===== config.mk =====
export PLATFORM = sky130hd
export DESIGN_NAME = misc_ctl_reg
export DESIGN_NICKNAME = d
export VERILOG_FILES = /design/src/rtl/misc_reg_pkg.sv /design/src/rtl/misc_addr_decode.sv /design/src/rtl/misc_store.sv /design/src/rtl/misc_rsp.sv /design/src/rtl/misc_ctl_reg.sv
export SDC_FILE = /design/constraint.sdc
export NUM_CORES = 1
export LEC_CHECK = 0
export BUFFER_PORTS_ARGS = -buffer_cell sky130_fd_sc_hd__buf_2
export CAP_MARGIN = 10
export CORE_MARGIN = 2
export CORE_UTILIZATION = 55
export DETAILED_ROUTE_END_ITERATION = 6
export GPL_TIMING_DRIVEN = 0
export PLACE_DENSITY = 0.87
export SYNTH_ARGS = -nofsm -noshare
export SYNTH_HDL_FRONTEND = slang
export SYNTH_HIERARCHICAL = 1
export SYNTH_SLANG_ARGS = --single-unit

===== constraint.sdc =====
create_clock -name clk -period 6.5 [get_ports clk]
set_clock_uncertainty 0.1 [all_clocks]
set_input_delay 1.625 -clock clk [delete_from_list [all_inputs] [get_ports clk]]
set_output_delay 1.625 -clock clk [all_outputs]
set_load 0.03 [all_outputs]

===== src/rtl/misc_reg_pkg.sv =====
package misc_reg_pkg;
  typedef enum logic [1:0] {
    WOP_NONE = 2'd0,
    WOP_LOAD = 2'd1,
    WOP_CLR  = 2'd2,
    WOP_SET  = 2'd3
  } wr_op_e;

  function automatic logic [63:0] keep_top_mask(input int data_w, input int keep_w);
    logic [63:0] m;
    m = '0;
    for (int i = 0; i < 64; i++) begin
      if (i < data_w && i >= data_w - keep_w) m[i] = 1'b1;
    end
    return m;
  endfunction
endpackage


===== src/rtl/misc_addr_decode.sv =====
module misc_addr_decode
  import misc_reg_pkg::*;
#(
  parameter int ADDR_W   = 24,
  parameter int SIZE_W   = 4,
  parameter int WORD_B   = 8,
  parameter int BASE_OFF = 32'h4020
) (
  input  logic [ADDR_W-1:0] addr,
  input  logic [SIZE_W-1:0] size,
  input  logic              write,
  output logic              hit_plain,
  output logic              bad_access,
  output wr_op_e            op
);
  localparam int SHIFT = $clog2(WORD_B);
  localparam logic [ADDR_W-1:0] BASE = ADDR_W'(BASE_OFF);

  logic [ADDR_W-1:0] word_off;
  logic [ADDR_W-1:0] rel;
  logic              size_ok;
  logic              mapped;

  always_comb begin
    word_off   = addr >> SHIFT;
    rel        = word_off - BASE;
    size_ok    = (size == SIZE_W'(WORD_B));
    mapped     = (word_off >= BASE) && (rel < ADDR_W'(3));
    hit_plain  = size_ok && (rel == '0) && mapped;
    bad_access = !(size_ok && mapped);
    op         = WOP_NONE;
    if (write && size_ok && mapped) begin
      unique case (rel[1:0])
        2'd0:    op = WOP_LOAD;
        2'd1:    op = WOP_CLR;
        2'd2:    op = WOP_SET;
        default: op = WOP_NONE;
      endcase
    end
  end
endmodule


===== src/rtl/misc_store.sv =====
module misc_store
  import misc_reg_pkg::*;
#(
  parameter int DATA_W = 64,
  parameter int KEEP_W = 16
) (
  input  logic              clk,
  input  logic              rst,
  input  wr_op_e            op,
  input  logic [DATA_W-1:0] wdata,
  output logic [DATA_W-1:0] value,
  output logic              irq
);
  localparam logic [63:0] MASK64 = keep_top_mask(DATA_W, KEEP_W);
  localparam logic [DATA_W-1:0] MASK = MASK64[DATA_W-1:0];

  logic [DATA_W-1:0] nxt;

  always_comb begin
    unique case (op)
      WOP_LOAD: nxt = wdata & MASK;
      WOP_CLR:  nxt = value & wdata & MASK;
      WOP_SET:  nxt = (value | wdata) & MASK;
      default:  nxt = value;
    endcase
  end

  always_ff @(posedge clk) begin
    if (rst) value <= '0;
    else     value <= nxt;
  end

  assign irq = value[DATA_W-1];
endmodule


===== src/rtl/misc_rsp.sv =====
module misc_rsp #(
  parameter int DATA_W = 64
) (
  input  logic              clk,
  input  logic              rst,
  input  logic              rd_acc,
  input  logic              rd_hit,
  input  logic              bad_acc,
  input  logic [DATA_W-1:0] value,
  input  logic              rsp_ready,
  output logic              rsp_valid,
  output logic [DATA_W-1:0] rsp_rdata,
  output logic              err_flag
);
  always_ff @(posedge clk) begin
    if (rst) begin
      rsp_valid <= 1'b0;
      rsp_rdata <= '0;
      err_flag  <= 1'b0;
    end else begin
      err_flag <= bad_acc;
      if (rd_acc) begin
        rsp_valid <= 1'b1;
        rsp_rdata <= rd_hit ? value : '0;
      end else if (rsp_ready) begin
        rsp_valid <= 1'b0;
      end
    end
  end
endmodule


===== src/rtl/misc_ctl_reg.sv =====
module misc_ctl_reg
  import misc_reg_pkg::*;
#(
  parameter int ADDR_W   = 24,
  parameter int SIZE_W   = 4,
  parameter int DATA_W   = 64,
  parameter int KEEP_W   = 16,
  parameter int BASE_OFF = 32'h4020
) (
  input  logic              clk,
  input  logic              rst,
  input  logic              req_valid,
  output logic              req_ready,
  input  logic              req_write,
  input  logic [ADDR_W-1:0] req_addr,
  input  logic [SIZE_W-1:0] req_size,
  input  logic [DATA_W-1:0] req_wdata,
  output logic              rsp_valid,
  input  logic              rsp_ready,
  output logic [DATA_W-1:0] rsp_rdata,
  output logic              err_flag,
  output logic              irq
);
  localparam int WORD_B = DATA_W / 8;

  logic              acc;
  logic              hit_plain;
  logic              bad_access;
  wr_op_e            dec_op;
  wr_op_e            st_op;
  logic [DATA_W-1:0] reg_q;

  assign req_ready = !rsp_valid || rsp_ready;
  assign acc       = req_valid && req_ready;
  assign st_op     = acc ? dec_op : WOP_NONE;

  misc_addr_decode #(
    .ADDR_W(ADDR_W), .SIZE_W(SIZE_W), .WORD_B(WORD_B), .BASE_OFF(BASE_OFF)
  ) u_dec (
    .addr(req_addr), .size(req_size), .write(req_write),
    .hit_plain(hit_plain), .bad_access(bad_access), .op(dec_op)
  );

  misc_store #(.DATA_W(DATA_W), .KEEP_W(KEEP_W)) u_store (
    .clk(clk), .rst(rst), .op(st_op), .wdata(req_wdata),
    .value(reg_q), .irq(irq)
  );

  misc_rsp #(.DATA_W(DATA_W)) u_rsp (
    .clk(clk), .rst(rst),
    .rd_acc(acc && !req_write), .rd_hit(hit_plain),
    .bad_acc(acc && bad_access), .value(reg_q),
    .rsp_ready(rsp_ready), .rsp_valid(rsp_valid),
    .rsp_rdata(rsp_rdata), .err_flag(err_flag)
  );
endmodule


# Yosys cells after proc, flatten, opt, wreduce, memory -nomap -nowiden
# Cells that the tools add are included.
dict set report word_totals {
  reg_bits 130
  out_inout_bits 68
  elab_cells 39
}
dict set report classes {
  addsub 1
  order_cmp 2
  n_eq_ne 6
  muxes 7
  bitwise 2
  n_reduce_logical 17
}
# operator count
set ops {}
lappend ops {{$pmux 64 s3} 1}
lappend ops {{$and 64x64->64} 1}
lappend ops {{$mux 64} 1}
lappend ops {{$or 64x64->64} 1}
lappend ops {{$logic_not 24->1} 1}
lappend ops {{$lt 24x2->1 const B} 1}
lappend ops {{$sub 21x15->22 const B} 1}
lappend ops {{$ge 21x15->1 const B} 1}
lappend ops {{$logic_and 1x1->1} 9}
lappend ops {{$eq 2x2->1 const B} 3}
lappend ops {{$pmux 2 s3} 1}
lappend ops {{$eq 2x1->1 const B} 2}
lappend ops {{$eq 4x4->1 const B} 1}
lappend ops {{$mux 2} 2}
lappend ops {{$logic_not 1->1} 3}
lappend ops {{$reduce_bool 3->1} 1}
lappend ops {{$logic_not 2->1} 1}
lappend ops {{$mux 1} 2}
lappend ops {{$reduce_bool 2->1} 1}
lappend ops {{$logic_or 1x1->1} 1}

# Logic depth before layout (Yosys ltp)
dict set report depth {
  word_depth 8
  ltp_mapped 13
  mapped_depth_nobuf 10
}

# Cells and area by module
# The synthesis kept the hierarchy.
# mod instances cells_per_inst area_per_inst_um2 seq_area_each_um2
set modules_own_cells {}
lappend modules_own_cells {misc_rsp 1 290 2715.1 1321.3}
lappend modules_own_cells {misc_store 1 140 1330.0 320.3}
lappend modules_own_cells {misc_addr_decode 1 49 334.1 0.0}
lappend modules_own_cells {misc_ctl_reg 1 5 41.3 0.0}

# Worst setup path after synthesis
# No wires, ideal clock.
dict set report synth_timing {
  path_kind {input -> register}
  startpoint {input req_addr[13]}
  endpoint {register u_store.value[63]}
  t_arrival_ns 4.275
  required_ns 6.312
  path_slack_ns 2.037
  cell_stages 9
  cell_sequence {or4_4 > o41a_1 > or3_1 > a2111o_1 > nor4_1 > and3_1 > clkbuf_1 > a21oi_1 > o32ai_2}
}
dict set report synth_between {
  elab_chain_len 8
}
# element line_no
set synth_lines {}
lappend synth_lines {{start, declared} misc_ctl_reg.sv:15} ;# input logic [ADDR_W-1:0] req_addr,
lappend synth_lines {{$sub 21x15->22} misc_addr_decode.sv:26} ;# rel = word_off - BASE;
lappend synth_lines {{$lt 24x2->1} misc_addr_decode.sv:28} ;# mapped = (word_off >= BASE) && (rel < ADDR_W'(3));
lappend synth_lines {{$logic_and 1x1->1 *} misc_addr_decode.sv:28}
lappend synth_lines {{$logic_and 1x1->1 *} misc_addr_decode.sv:32} ;# if (write && size_ok && mapped) begin
lappend synth_lines {{$mux 2 *} misc_addr_decode.sv:32}
lappend synth_lines {{named net dec_op[1]} misc_ctl_reg.sv:29} ;# wr_op_e dec_op;
lappend synth_lines {{$mux 2 *} misc_ctl_reg.sv:35} ;# assign st_op = acc ? dec_op : WOP_NONE;
lappend synth_lines {{named net st_op[1]} misc_ctl_reg.sv:30} ;# wr_op_e st_op;
lappend synth_lines {{$eq 2x2->1 / $eq 2x1->1 (equally long branches)} misc_store.sv:20} ;# unique case (op)
lappend synth_lines {{$pmux 64 s3 / $reduce_bool 3->1 (equally long branches)} -}
lappend synth_lines {{end signal, assigned} misc_store.sv:30} ;# else value <= nxt;
lappend synth_lines {{end, declared} misc_store.sv:11} ;# output logic [DATA_W-1:0] value,
# The timed path passes the listed nets; every way through them passes the cells marked *. The select of a mux whose other input is x is not followed.
# A chain may end at the register's enable or synchronous reset.

# Worst setup path in the final report
dict set report layout_timing {
  startpoint {input req_addr[13]}
  endpoint {register u_store.value[62]}
}
# Same word-level chain as after synthesis.

==> key figures <==
Finish
  • Share of layout cells above drive strength 1: 38.5%
  • Fin nets: 755
  • Fin area: 0.00549 sq mm
  • Area grow syn2layout: 24.1%
  • Fin cells: 761
  • Fillers: 627
  • Ant diodes: 0
  • Final Core Density: 70.6%

Worst setup path
  • Startpoint Class: primary input
  • Reg2reg end: u_store/value[62]
  • Worst Path Required: 6.67 ns
  • Reg-to-reg startpoint: u_rsp/rsp_valid
  • R2r worst-path depth: 5
  • WS Path Type: in2reg
  • CP Capture Type: register
  • CP max FO: 10
  • R2R Setup Slk: 4.91 ns
  • Worst EP arrival: 4.83 ns

Place
  • Placed cells: 745
  • Placed instance area: 0.00529 sq mm
  • Dpl hpwl: 7440 um
  • Port bufs: 112
  • Gpl congestion: 0.921
  • Dpl ws: 1.50 ns

Clock network
  • Root buf cell: clkbuf_8
  • # H-tree levels: 3
  • TritonCTS buffer count: 9
  • CTS Buffer Depth: 2
  • CTS resizes: 0
  • Clk pin slew, worst setup/hold paths: 0.09 ns
  • CTS sink count: 82
  • Clock latency on the worst-skew pair: 0.35 ns
  • TritonCTS clock tree: yes
  • Hold-fix buffers, CTS: 0
  • Setup bufs post-CTS: 0

Power and ir drop
  • Power Density: 180 mW/mm^2
  • Reg power frac: 51.0%
  • Clock Power Share: 38.2%
  • VDD IR max: 0.150 mV
  • Int Pwr: 0.739 mW
  • Sw Pwr: 0.247 mW
  • Leakage power: 2.51 nW
  • Combinational power share: 10.8%
  • Sw frac: 25.1%

Logic synthesis
  • Gate count after technology mapping: 484
  • Synth top cells by count: dfxtp_1, a21oi_1, nand2b_1, buf_4, nand3_1
  • Sequential element share of the synthesized area: 37.1%
  • Area share of the leading cell type in the synthesized netlist: 37.1%
  • Yosys warnings: 6
  • Post-synthesis cell area: 0.00442 sq mm
  • Synth top area cells: dfxtp_1, nand2b_1, a21oi_1
  • Synthesized area per cell: 9.13 sq um
  • Most area-hungry cell type in the Yosys netlist: dfxtp_1
  • Flop and latch count out of synthesis: 82
  • Async SR Flop Fraction: 0%
  • Number of synthesized flops with an enable pin: 0
  • Ys flop type: dfxtp_1
  • Count leader, synth: dfxtp_1
  • Yosys cell types: 44

Timing
  • Fin. Hold Viols: 0
  • Final setup fails: 0
  • Fin worst setup slack: 1.84 ns
  • Max Freq: 0.215 GHz
  • Min Tclk post-route: 4.66 ns
  • Pins Over Slew Limit: 0
  • Tcrit/Tclk final: 71.7%
  • Unrepaired setup endpoints after global routing: false
  • Setup TNS: 0 ns

Route
  • Metal2 WL: 5220 um
  • Residual DRC: 0
  • Max Used Layer: met4
  • Average routed wire per standard cell: 13.1 um
  • Pre-Repair DR Iteration Count: 5
  • Routed met3 length: 371 um
  • DR vias: 3806
  • Final WL: 9930 um
  • Via density: 5.00
  • Initial DRC count: 110
  • Metal-1 WL: 4220 um
  • Antenna Nets Post-Route: 0

Run status
  • Outcome: finished clean

GRT
  • First-pass GRT wire length: 16400 um
  • Number of global-route vias before repair: 3731
  • Largest net degree at the start of global routing: 16
  • Initial antenna violation count: 0
  • GR Overflow Total: 0
  • Total track usage: 23.1%

Floorplan
  • Core Area: 0.00777 sq mm
  • Core Rows: 32
  • Die height: 93.7 um
  • Die Wd: 93.7 um
  • Starting Density: 56.9%
  • Full die area: 0.00877 sq mm
  • I/O pin cnt: 165

Job
  • Max cap viols: 0

Min path
  • Hold Path Stages: 2
  • Hold path endpoint: u_rsp/rsp_rdata[21]
  • Hold Path Class: reg2reg
  • Hold wc startpoint: u_rsp/rsp_rdata[21]
-- cells in the final DEF (no fill, tap or decap), types with 2 or more instances in the layout --
cell       netlist  final
o32ai_1          2      2
buf_4           53     53
nand2b_1        66     66
o21ba_2          2      2
o21ba_1         14     14
nand3_1         39     39
o32ai_2         14     14
nand2_1          4      4
inv_1           23     23
buf_6            9      9
ha_1             4      4
a21oi_1         81     81
nor3_1           4      4
buf_2           15    127
clkinv_4         0      2
clkbuf_1         4      4
nand2b_4         2      2
clkbuf_8         0      9
or3_1            3      3
o2111ai_1        2      2
dfxtp_1         82     82
conb_1           1     48
nand3_2         25     25
nor2_1           2      2
nor4_1           5      5
o21ai_0          3      3
and3_1           3      3
buf_8            4      4
clkinv_2         0      2
-- cell families after synthesis --
| group | synth area share, % |
|---|---|
| and+or+nand+nor | 23.7 |
| AOI/OAI and AO/OA | 20.6 |
| xor gates and xnor gates | 0.396 |
| buffers and inverters | 16.7 |
| other | 0.0848 |
| adders and majority gates | 1.13 |
| muxes | 0.255 |
| DFF | 37.1 |
-- sequential cells by signal (all words and copies together) (netlist names) --
| name | flops |
|---|---|
| u_rsp/err_flag | 1 |
| u_rsp/rsp_rdata | 64 |
| u_rsp/rsp_valid | 1 |
| u_store/value | 16 |
-- layout make-up --
type	instances	area (sq um)	share of cell area, %
Timing Repair Buffer	112	561	10.2
Multi-Input combinational cell	340	2220	40.4
Inverter	23	86.3	1.57
Clock inverter	7	77.6	1.41
Sequential cell	82	1640	29.9
Tap cell	102	128	2.33
Clock buffer	9	124	2.26
Buffer	86	653	11.9
-- worst max-delay path, cell delays in order --
cell and delay (ns):
buf_2 0.11, or4_4 0.55, o41a_1 0.35, or3_1 0.39
a2111o_1 0.48, nor4_1 0.31, and3_1 0.29, clkbuf_1 0.40
a21oi_1 0.16, o32ai_2 0.14
-- worst max path at each step --
stage                             from           endpoint  depth (start not counted)
final                     req_addr[13]  u_store/value[62]                         10
after global routing      req_addr[13]  u_store/value[49]                         10
after CTS                 req_addr[13]  u_store/value[62]                         10
after detailed placement  req_addr[13]  u_store/value[62]                         10
after global placement    req_addr[13]  u_store/value[49]                         10
after floorplan           req_addr[13]  u_store/value[63]                          9
-- routing by layer --
metal  global-route usage (%)  vias to the layer above
li1                         -                     1918
met1                     25.9                     1783
met2                     43.2                       91
met3                     4.17                       14
met4                     8.94                        0
met5                        0                        -
-- per-stage QoR --
step           hold WS, ns  total power [mW]
2_1_floorplan        0.371             0.590
3_3_place_gp         0.352             0.617
3_5_place_dp         0.355             0.620
4_1_cts              0.368             0.995
5_1_grt              0.391              1.02
6_report             0.367             0.986
-- power by group through the flow --
stage	Combinational (mW)	Sequential [mW]	Clock, mW
6_report	0.106	0.503	0.376
5_1_grt	0.117	0.503	0.405
4_1_cts	0.105	0.503	0.386
3_5_place_dp	0.105	0.515	0
3_3_place_gp	0.102	0.515	0
2_1_floorplan	0.0738	0.516	0
(Power assumes the default switching activity.)
